===== config.mk =====
export PLATFORM = sky130hd
export DESIGN_NAME = cxchg_unit
export DESIGN_NICKNAME = d
export VERILOG_FILES = /design/src/rtl/cxchg_pkg.sv /design/src/rtl/cxchg_sub.sv /design/src/rtl/cxchg_merge.sv /design/src/rtl/cxchg_unit.sv
export SDC_FILE = /design/constraint.sdc
export NUM_CORES = 1
export LEC_CHECK = 0
export BUFFER_PORTS_ARGS = -buffer_cell sky130_fd_sc_hd__clkbuf_2
export CAP_MARGIN = 40
export CORE_ASPECT_RATIO = 1.75
export CORE_MARGIN = 5
export CORE_UTILIZATION = 30
export DETAILED_ROUTE_END_ITERATION = 8
export PLACE_DENSITY = 0.61
export SETUP_SLACK_MARGIN = 0.4
export SYNTH_ARGS = -nofsm -noshare
export SYNTH_HDL_FRONTEND = slang
export SYNTH_HIERARCHICAL = 1
export SYNTH_SLANG_ARGS = --single-unit

===== constraint.sdc =====
create_clock -name clk -period 1.05 [get_ports clk]
set_clock_uncertainty 0.2 [all_clocks]
set_input_delay 0.105 -clock clk [delete_from_list [all_inputs] [get_ports clk]]
set_output_delay 0.105 -clock clk [all_outputs]
set_load 0.02 [all_outputs]

===== src/rtl/cxchg_pkg.sv =====
package cxchg_pkg;

   // Width selector codes; 3 is an alias of the 32-bit width.
   typedef enum logic [1:0] {
      WID_8   = 2'd0,
      WID_16  = 2'd1,
      WID_32  = 2'd2,
      WID_32X = 2'd3
   } width_e;

   localparam int NUM_LANES = 3;
   localparam int MAX_OP_W  = 32;
   localparam int FLAG_W    = 6;

   // Packed flag word, MSB first: bit 5 overflow ... bit 0 carry.
   typedef struct packed {
      logic ovf;
      logic sgn;
      logic zro;
      logic aux;
      logic par;
      logic cry;
   } flags_t;

   // Lane index for a width code.
   function automatic int unsigned lane_of(width_e w);
      case (w)
         WID_8:   lane_of = 0;
         WID_16:  lane_of = 1;
         default: lane_of = 2;
      endcase
   endfunction

   // Number of operand bits for a lane.
   function automatic int unsigned lane_bits(int unsigned lane);
      lane_bits = 8 << lane;
   endfunction

endpackage


===== src/rtl/cxchg_sub.sv =====
module cxchg_sub
   import cxchg_pkg::*;
#(
   parameter int DATA_W = 32
) (
   input  logic [DATA_W-1:0] minuend,
   input  logic [DATA_W-1:0] subtrahend,
   input  width_e            wsel,
   output logic [DATA_W-1:0] diff,
   output flags_t            flg,
   output logic              is_equal
);

   initial begin
      if (DATA_W < MAX_OP_W)
         $error("cxchg_sub: DATA_W must be at least %0d", MAX_OP_W);
   end

   logic [NUM_LANES-1:0][DATA_W-1:0] lane_diff;
   logic [NUM_LANES-1:0]             lane_cry;
   logic [NUM_LANES-1:0]             lane_sgn;
   logic [NUM_LANES-1:0]             lane_ovf;

   // One subtractor per supported width; the selector picks one lane.
   for (genvar g = 0; g < NUM_LANES; g++) begin : g_lane
      localparam int LW = 8 << g;
      logic [LW:0] ext;
      logic        top_a;
      logic        top_b;
      assign ext          = {1'b0, minuend[LW-1:0]} - {1'b0, subtrahend[LW-1:0]};
      assign top_a        = minuend[LW-1];
      assign top_b        = subtrahend[LW-1];
      assign lane_diff[g] = DATA_W'(ext[LW-1:0]);
      assign lane_cry[g]  = ext[LW];
      assign lane_sgn[g]  = ext[LW-1];
      assign lane_ovf[g]  = (top_a ^ top_b) & (top_a ^ ext[LW-1]);
   end

   logic [4:0]  nib_ext;
   int unsigned sel;

   assign nib_ext = {1'b0, minuend[3:0]} - {1'b0, subtrahend[3:0]};

   always_comb begin
      sel       = lane_of(wsel);
      diff      = lane_diff[sel];
      flg.cry   = lane_cry[sel];
      flg.sgn   = lane_sgn[sel];
      flg.ovf   = lane_ovf[sel];
      flg.aux   = nib_ext[4];
      flg.par   = ~^diff[7:0];
      flg.zro   = (diff == '0);
      is_equal  = flg.zro;
   end

endmodule


===== src/rtl/cxchg_merge.sv =====
module cxchg_merge
   import cxchg_pkg::*;
#(
   parameter int DATA_W = 32
) (
   input  width_e            wsel,
   input  logic [DATA_W-1:0] old_val,
   input  logic [DATA_W-1:0] new_val,
   output logic [DATA_W-1:0] merged
);

   localparam int NBYTES = DATA_W / 8;

   initial begin
      if (DATA_W % 8 != 0)
         $error("cxchg_merge: DATA_W must be a whole number of bytes");
   end

   logic [NBYTES-1:0] byte_en;

   // A byte is replaced when it lies inside the selected width.
   for (genvar b = 0; b < NBYTES; b++) begin : g_byte
      assign byte_en[b] = (b * 8) < int'(lane_bits(lane_of(wsel)));
      assign merged[b*8 +: 8] = byte_en[b] ? new_val[b*8 +: 8] : old_val[b*8 +: 8];
   end

endmodule


===== src/rtl/cxchg_unit.sv =====
module cxchg_unit
   import cxchg_pkg::*;
#(
   parameter int DATA_W  = 32,
   parameter bit OUT_REG = 1'b1
) (
   input  logic              clk,
   input  logic              rst_n,
   input  logic              op_valid,
   input  logic [1:0]        op_width,
   input  logic [DATA_W-1:0] acc_in,
   input  logic [DATA_W-1:0] dst_in,
   input  logic [DATA_W-1:0] src_in,
   output logic              res_valid,
   output logic              acc_we,
   output logic [DATA_W-1:0] acc_out,
   output logic              dst_we,
   output logic [DATA_W-1:0] dst_out,
   output logic [FLAG_W-1:0] flags
);

   initial begin
      if (DATA_W < MAX_OP_W || DATA_W % 8 != 0)
         $error("cxchg_unit: DATA_W must be a byte multiple of at least %0d", MAX_OP_W);
   end

   width_e            wsel;
   logic [DATA_W-1:0] diff;
   flags_t            flg;
   logic              match;
   logic [DATA_W-1:0] acc_merged;
   logic [DATA_W-1:0] dst_merged;

   assign wsel = width_e'(op_width);

   cxchg_sub #(.DATA_W(DATA_W)) u_sub (
      .minuend    (acc_in),
      .subtrahend (dst_in),
      .wsel       (wsel),
      .diff       (diff),
      .flg        (flg),
      .is_equal   (match)
   );

   // Accumulator receives the destination on a mismatch.
   cxchg_merge #(.DATA_W(DATA_W)) u_acc_merge (
      .wsel    (wsel),
      .old_val (acc_in),
      .new_val (dst_in),
      .merged  (acc_merged)
   );

   // Destination receives the source on a match.
   cxchg_merge #(.DATA_W(DATA_W)) u_dst_merge (
      .wsel    (wsel),
      .old_val (dst_in),
      .new_val (src_in),
      .merged  (dst_merged)
   );

   logic              nx_acc_we;
   logic              nx_dst_we;
   logic [DATA_W-1:0] nx_acc;
   logic [DATA_W-1:0] nx_dst;

   always_comb begin
      nx_acc_we = op_valid & ~match;
      nx_dst_we = op_valid & match;
      nx_acc    = match ? acc_in : acc_merged;
      nx_dst    = match ? dst_merged : dst_in;
   end

   if (OUT_REG) begin : g_reg
      logic [DATA_W-1:0] acc_in_q;
      logic [DATA_W-1:0] dst_in_q;
      width_e            wsel_q;

      always_ff @(posedge clk or negedge rst_n) begin
         if (!rst_n) begin
            res_valid <= 1'b0;
            acc_we    <= 1'b0;
            dst_we    <= 1'b0;
            acc_out   <= '0;
            dst_out   <= '0;
            flags     <= '0;
            acc_in_q  <= '0;
            dst_in_q  <= '0;
            wsel_q    <= WID_8;
         end else begin
            res_valid <= op_valid;
            acc_we    <= nx_acc_we;
            dst_we    <= nx_dst_we;
            acc_in_q  <= acc_in;
            dst_in_q  <= dst_in;
            wsel_q    <= wsel;
            if (op_valid) begin
               acc_out <= nx_acc;
               dst_out <= nx_dst;
               flags   <= flg;
            end
         end
      end

      AST_LATENCY: assert property (@(posedge clk) disable iff (!rst_n)
         op_valid |=> res_valid) else $error("latency");
      AST_DST_HELD: assert property (@(posedge clk) disable iff (!rst_n)
         (res_valid && acc_we) |-> (dst_out == dst_in_q)) else $error("dst held");
      AST_ACC_HELD: assert property (@(posedge clk) disable iff (!rst_n)
         (res_valid && dst_we) |-> (acc_out == acc_in_q)) else $error("acc held");
      AST_UPPER_KEEP: assert property (@(posedge clk) disable iff (!rst_n)
         (res_valid && acc_we && wsel_q == WID_8)
            |-> (acc_out[DATA_W-1:8] == acc_in_q[DATA_W-1:8])) else $error("upper");
   end else begin : g_comb
      always_comb begin
         res_valid = op_valid;
         acc_we    = nx_acc_we;
         dst_we    = nx_dst_we;
         acc_out   = nx_acc;
         dst_out   = nx_dst;
         flags     = flg;
      end
   end

   AST_ONE_WRITE: assert property (@(posedge clk) disable iff (!rst_n)
      res_valid |-> ($countones({acc_we, dst_we}) == 1)) else $error("one write");
   AST_IDLE_QUIET: assert property (@(posedge clk) disable iff (!rst_n)
      !res_valid |-> (!acc_we && !dst_we)) else $error("idle");
   AST_ZERO_PICKS_DST: assert property (@(posedge clk) disable iff (!rst_n)
      (res_valid && flags[3]) |-> dst_we) else $error("zero to dst");
   AST_NONZERO_PICKS_ACC: assert property (@(posedge clk) disable iff (!rst_n)
      (res_valid && !flags[3]) |-> acc_we) else $error("nonzero to acc");

endmodule


==> run summary, run 1 <==
number of global-route vias before repair = 6435
row cnt = 69
Final min period = 4.21 ns
final max-slew violation count = 0
root buf cell = clkbuf_16
final antenna-violating net count = 0
status = finished with violations
final number of setup-violating endpoints = 145
CTS tree = yes
CTS sink cnt = 73
number of DRC markers in iteration 0 = 169
Clock Latency Late Sink = 0.35 ns
CP cell instances = clkbuf_16 -> inv_12 -> ha_4 -> inv_2 -> fa_2 -> a21o_1 -> buf_6 -> a221o_2 -> xnor2_2 -> ha_2 -> nand4_1 -> a311oi_2 -> o2111ai_1 -> nor4_1 -> o2111ai_1 -> or4_4 -> nor4_4 -> buf_6 -> buf_12 -> buf_12 -> mux2i_1 -> a21oi_1
cells on worst reg2reg path = 2
WS Path Type = primary input to register
die width = 119 um
cts hold-fix bufs = 1
IO Count = 174
Max rail drop VDD = 0.580 mV
WP data required = 1.07 ns
maximum clock path buffer count = 2
drt drc = 0
GRT Overall Usage = 16.7%
actual slew at the worst max-slew pin = 0.382 ns
vias per cell = 4.82
final hold slack = -0.633 ns
largest net degree at the start of global routing = 68
FF-to-FF End = flags[2]
multi-input gate area in the final layout = 4220 sq um
ratio of cells with drive above 1 in the final layout = 53.6%
crit-path max FO = 6
global-route wire length before repair = 31900 um
chip height = 201 um
initial antenna violation count = 0
post-layout power = 12.0 mW
CTS buffer count = 9
max frequency = 238 MHz
core area = 20400 sq um
setup ws final = -3.16 ns
crit path to = dst_out[20]
First-pass DRT Iterations = 4
syn_nets = 824
failing checks = negative hold slack, negative setup slack
Routed WL = 20700 um
RSZ-0062 raised after global routing = yes
synthesized netlist cell count = 686
CP max stage cell = or4_4
endpoints failing hold = 127
reg-to-reg setup timing slack = -0.06 ns
CP startpoint = acc_in[0]
clock input transition at the sequential cells of the worst setup and hold paths = 0.06 ns
Post-DP HPWL = 15600 um
slowest cell delay on critical path = 0.52 ns
area grow syn2layout = 64.5%
WP data arrival = 4.23 ns
Initial Util = 30.6%
Syn Area/Cell = 9.08 sq um
crit end category = register
Power Dens Cells = 1170 nW/um^2
H-tree depth = 3
Critical R2R Launch = flags[2]
Slew HR = 74.2%
gp weighted congestion = 0.904
cell leakage power = 4.72 nW
routed wire length per instance = 16.2 um
PortBufs = 173
fin nets = 1163
fill count = 1883
full die area = 23900 sq um
synthesized cell area = 6230 sq um
grt ovf = 0
fin crit share = 401%
vias = 6165
min-delay worst type = primary input to asynchronous set/reset pin
# diodes = 0
Synthesis Warnings = 6
FF/Latch Area = 1870 sq um
max cap viols = 0
Critical Path Source Type = primary input
==> per-stage QoR <==
step / worst slack (ns) / setup TNS (ns) / cell area (sq um) / instances / util (%)
3_5_place_dp: -3.62 / -248.78 / 8660 / 1215 / 42.5
5_1_grt: -3.32 / -240.34 / 10200 / 1278 / 50.3
2_1_floorplan: -2.95 / -200.62 / 6500 / 686 / -
4_1_cts: -3.11 / -225.70 / 9680 / 1256 / 47.5
3_3_place_gp: -3.49 / -240.83 / 8660 / 1215 / 42.5
6_report: -3.16 / -225.83 / 10200 / 1278 / 50.3
==> cell type report <==
class,count,share of cell area [%]
repair buffers,383,32.4
flip-flops and latches,73,18.3
clock inverters,7,1.16
clock buffers,9,2.20
inverters,41,1.77
well taps,248,3.03
multi-input cells,517,41.2
==> critical path: cells and delay by family <==
kind	cells	cell delay (ns)
xor+xnor	1	0.17
simple gates	4	1.05
fa+ha+maj	3	0.67
mux	1	0.20
compound gates	6	1.25
buf+inv	7	0.77
==> cells in the final DEF, fill, tap and decap left out, types with 4 or more instances in the layout <==
cell type,count
buf_4,185
clkbuf_2,93
nor2_1,87
a21oi_1,83
mux2i_1,64
buf_6,61
dfrtp_2,38
dfrtp_1,35
inv_1,35
mux2_2,29
nand2_1,25
ha_1,25
mux2_4,24
buf_8,15
o21ai_0,14
buf_12,13
xnor2_1,13
clkbuf_16,12
xor2_1,12
a21o_1,10
ha_4,9
clkbuf_8,7
nand2b_1,7
nand4_1,7
a21oi_2,6
o21bai_1,6
nand3_1,5
nor2b_1,4
buf_16,4
nor3_1,4
o21ai_1,4
and3_1,4
==> sequential cells by signal (all words and copies together), names as in the netlist <==
register and count:
acc_out 32, acc_we 1, dst_out 32, dst_we 1, flags 6, res_valid 1
==> repair_timing <==
item                                    CTS  global route
gates resized for setup                  78           183
endpoints found under the setup margin  145           217
gates cloned                              4             1
endpoints found under the hold margin   138           116
setup buffers                            20            22
pin swaps                                10            10
==> report_power, final <==
group | internal, mW | switching, mW | total, mW | leakage, nW
Clock | 2.32 | 1.31 | 3.63 | 0.162
Sequential | 3.14 | 0.242 | 3.38 | 0.790
Combinational | 2.71 | 2.26 | 4.97 | 3.77
Total | 8.17 | 3.81 | 12.0 | 4.72
==> worst min path at each step <==
stage                     slack (ns)  cells past startpoint          to  startpoint
final                          -0.63                      1  dst_out[1]       rst_n
after global routing           -0.65                      1  dst_out[1]       rst_n
after CTS                      -0.17                      3  dst_out[2]   src_in[2]
after detailed placement       -0.29                      1  dst_out[1]       rst_n
after global placement         -0.29                      1  dst_out[1]       rst_n
after floorplan                -0.39                      0  acc_out[0]       rst_n
==> layer usage <==
layer | vias up | global-route usage (%) | wire length [um]
li1 | 3101 | - | -
met1 | 2875 | 16.4 | 7540
met2 | 141 | 32.3 | 11600
met3 | 48 | 2.28 | 628
met4 | 0 | 9.90 | 911
met5 | - | 0 | 0
No activity file was read; power rests on OpenSTA's default activity.
==> inputs of run 2 (changes only) <==
--- a/config.mk
+++ b/config.mk
@@ -5,13 +5,14 @@
 export SDC_FILE = /design/constraint.sdc
 export NUM_CORES = 1
 export LEC_CHECK = 0
+export ABC_AREA = 1
 export BUFFER_PORTS_ARGS = -buffer_cell sky130_fd_sc_hd__clkbuf_2
 export CAP_MARGIN = 40
 export CORE_ASPECT_RATIO = 1.75
 export CORE_MARGIN = 5
 export CORE_UTILIZATION = 30
 export DETAILED_ROUTE_END_ITERATION = 8
-export PLACE_DENSITY = 0.61
+export PLACE_DENSITY = 0.6
 export SETUP_SLACK_MARGIN = 0.4
 export SYNTH_ARGS = -nofsm -noshare
 export SYNTH_HDL_FRONTEND = slang
==> run 2 against run 1 <==
The flow still finishes with violations (negative hold slack, negative setup slack). Setup slack improved by 1.4 ns. Sequential share of layout area fell by 2.6 points. Worst hold slack improved by 0.0069 ns. Power rose by 2.9%. Non-clock buffer count rose by 15. Die area rose by 12%. Combinational power rose by 10%. Synthesized cell count rose by 70%. Global-route usage rose by 4.6 points. Critical path type unchanged.
==> run summary, run 2 <==
Sequential Power Share = 27.4% (-0.8 points)
final number of setup-violating endpoints = 145 (unchanged)
CP dominant cell by count = nand3_1
ratio of cells with drive above 1 in the final layout = 42.4% (-11 points)
root buf cell = clkbuf_16
min-delay worst type = primary input to asynchronous set/reset pin
global-route wire length before repair = 45100 um (+41%)
most common cell after layout, fill and taps aside = nand2_1
final antenna-violating net count = 0 (unchanged)
die width = 126 um (+5.9%)
drt drc = 0 (unchanged)
WS Path Type = primary input to register
synthesized netlist cell count = 1169 (+70%)
WP data required = 1.09 ns (+0.02 ns)
Cell Int Power = 7.86 mW (-3.7%)
max frequency = 359 MHz (+51%)
failing checks = negative hold slack, negative setup slack
row cnt = 74 (+7.2%)
H-tree depth = 3 (unchanged)
area grow syn2layout = 69.9%
Slew HR = 72.5% (-1.7 points)
Syn Area/Cell = 6.03 sq um (-34%)
initial antenna violation count = 3 (+3)
Clock Latency Late Sink = 0.36 ns (about the same)
actual slew at the worst max-slew pin = 0.413 ns (+0.0303 ns)
final max-slew violation count = 0 (unchanged)
IO Count = 174 (unchanged)
top flop regs = acc_out (32), dst_out (32), flags (6)
chip height = 213 um (+6.1%)
fin crit share = 265% (-140 points)
CP max stage cell = fa_2
setup ws final = -1.74 ns (+1.42 ns)
cell leakage power = 6.40 nW (+36%)
commonest cells after routing, fill and taps aside = nand2_1 (340), buf_4 (197), inv_1 (175)
grt ovf = 0 (unchanged)
Critical Path Source Type = primary input
largest net degree at the start of global routing = 65 (-4.4%)
post-layout power = 12.3 mW (+2.9%)
clock input transition at the sequential cells of the worst setup and hold paths = 0.06 ns (about the same)
GRT Overall Usage = 21.2% (+4.6 points)
Initial Util = 30.3% (-0.23 points)
vias = 8883 (+44%)
combinational fraction of design power = 44.4% (+2.9 points)
full die area = 26800 sq um (+12%)
Clock power frac = 28.2% (-2.1 points)
Post-DP HPWL = 21300 um (+37%)
fin nets = 1653 (+42%)
max cap viols = 0 (unchanged)
WP data arrival = 2.83 ns (-1.40 ns)
CP cell instances = clkbuf_16 -> inv_12 -> ha_4 -> inv_2 -> fa_2 -> nand2_4 -> a21oi_4 -> buf_4 -> nand3_1 -> nand3_2 -> nand2_2 -> nand4_1 -> nand3_2 -> nand2_1 -> nor2_2 -> nand2_1 -> nor2_4 -> buf_6 -> inv_16 -> clkbuf_16 -> nand3_1 -> nand3_1
Routed WL = 29600 um (+43%)
CTS sink cnt = 73 (unchanged)
synthesized cell area = 7050 sq um (+13%)
maximum clock path buffer count = 2 (unchanged)
PortBufs = 173 (unchanged)
endpoints failing hold = 134 (+5.5%)
Power Dens Cells = 1030 nW/um^2 (-12%)
core area = 23200 sq um (+14%)
CTS buffer count = 9 (unchanged)
CTS tree = yes
Synthesis Warnings = 6 (unchanged)
vias per cell = 4.86 (+0.85%)
routed wire length per instance = 16.2 um (about the same)
RSZ-0062 raised after global routing = yes
switch share = 36.2% (+4.4 points)
number of DRC markers in iteration 0 = 731 (+330%)
final hold slack = -0.626 ns (+0.00688 ns)
Final min period = 2.79 ns (-1.42 ns)
crit end category = register
slowest cell delay on critical path = 0.36 ns (-0.16 ns)
crit-path max FO = 9 (+3)
number of global-route vias before repair = 8780 (+36%)
status = finished with violations
sum of negative setup slack = -129.04 ns (+96.80 ns)
Max rail drop VDD = 0.855 mV (+47%)
gp weighted congestion = 0.928 (+2.7%)
P_sw = 4.46 mW (+17%)
syn_nets = 1307 (+59%)
First-pass DRT Iterations = 5 (+1)
[run 2: critical path, delay by kind of cell]
family / cells / cell delay, ns
AO/OA/AOI/OAI: 1 / 0.07
adder cells (fa/ha/maj): 2 / 0.47
AND/OR/NAND/NOR: 12 / 1.41
buffers and inverters: 7 / 0.75
[run 2: metrics by stage]
step	hold WS [ns]	std cells	instance area, sq um	utilization (%)	setup slack (ns)
6_report	-0.626	1826	12000	51.6	-1.74
5_1_grt	-0.631	1826	12000	51.6	-1.86
4_1_cts	-0.640	1806	11300	48.7	-1.61
3_5_place_dp	-0.250	1753	9890	42.5	-2.12
3_3_place_gp	-0.254	1753	9890	42.5	-2.06
2_1_floorplan	-0.391	1169	7670	-	-1.62
[run 2: final timing paths]
kind / start / endpoint / slack (ns) / depth (start not counted)
max: acc_in[0] / acc_out[11] / -1.74 / 22
min: rst_n / dst_out[9] / -0.63 / 1
max reg2reg: acc_out[12] / acc_out[12] / -0.07 / 4
min reg2reg: flags[4] / flags[4] / 0.30 / 2
max in group asynchronous: rst_n / acc_out[22] / 0.83 / 2
min in group clk: src_in[4] / dst_out[4] / -0.20 / 3
[run 2: repair_timing]
item | in CTS | in global routing
gates cloned | 10 | 2
buffers inserted | 27 | 16
pin swaps | 26 | 13
endpoints found under the hold margin | 136 | 126
endpoints found under the setup margin | 145 | 145
gates resized for setup | 144 | 193
[run 2: layout make-up]
cell class | instances | area [sq um]
repair buffers | 398 | 3570
well taps | 304 | 380
flip-flops and latches | 73 | 1880
inverters | 194 | 757
fillers | 2201 | 11300
diodes | 2 | 5.00
clock inverters | 7 | 95.1
multi-input cells | 839 | 5070
clock buffers | 9 | 225
[run 2: power by group through the flow]
stage | registers, mW | clock network (mW) | logic [mW]
finish | 3.37 | 3.48 | 5.47
global route | 3.40 | 3.64 | 5.95
CTS | 3.32 | 3.55 | 5.04
detailed placement | 3.36 | 0 | 4.58
global placement | 3.35 | 0 | 4.53
floorplan | 3.67 | 0 | 2.28
[run 2: routing by layer]
layer	up-vias	part of all wire [%]	wire length [um]	GRT usage, %
met4	2	5.5	1630	11.7
met1	4109	38	11300	23.5
met3	88	4.4	1300	2.93
met2	302	52	15400	38.8
met5	-	0.037	11	0
li1	4382	-	-	-
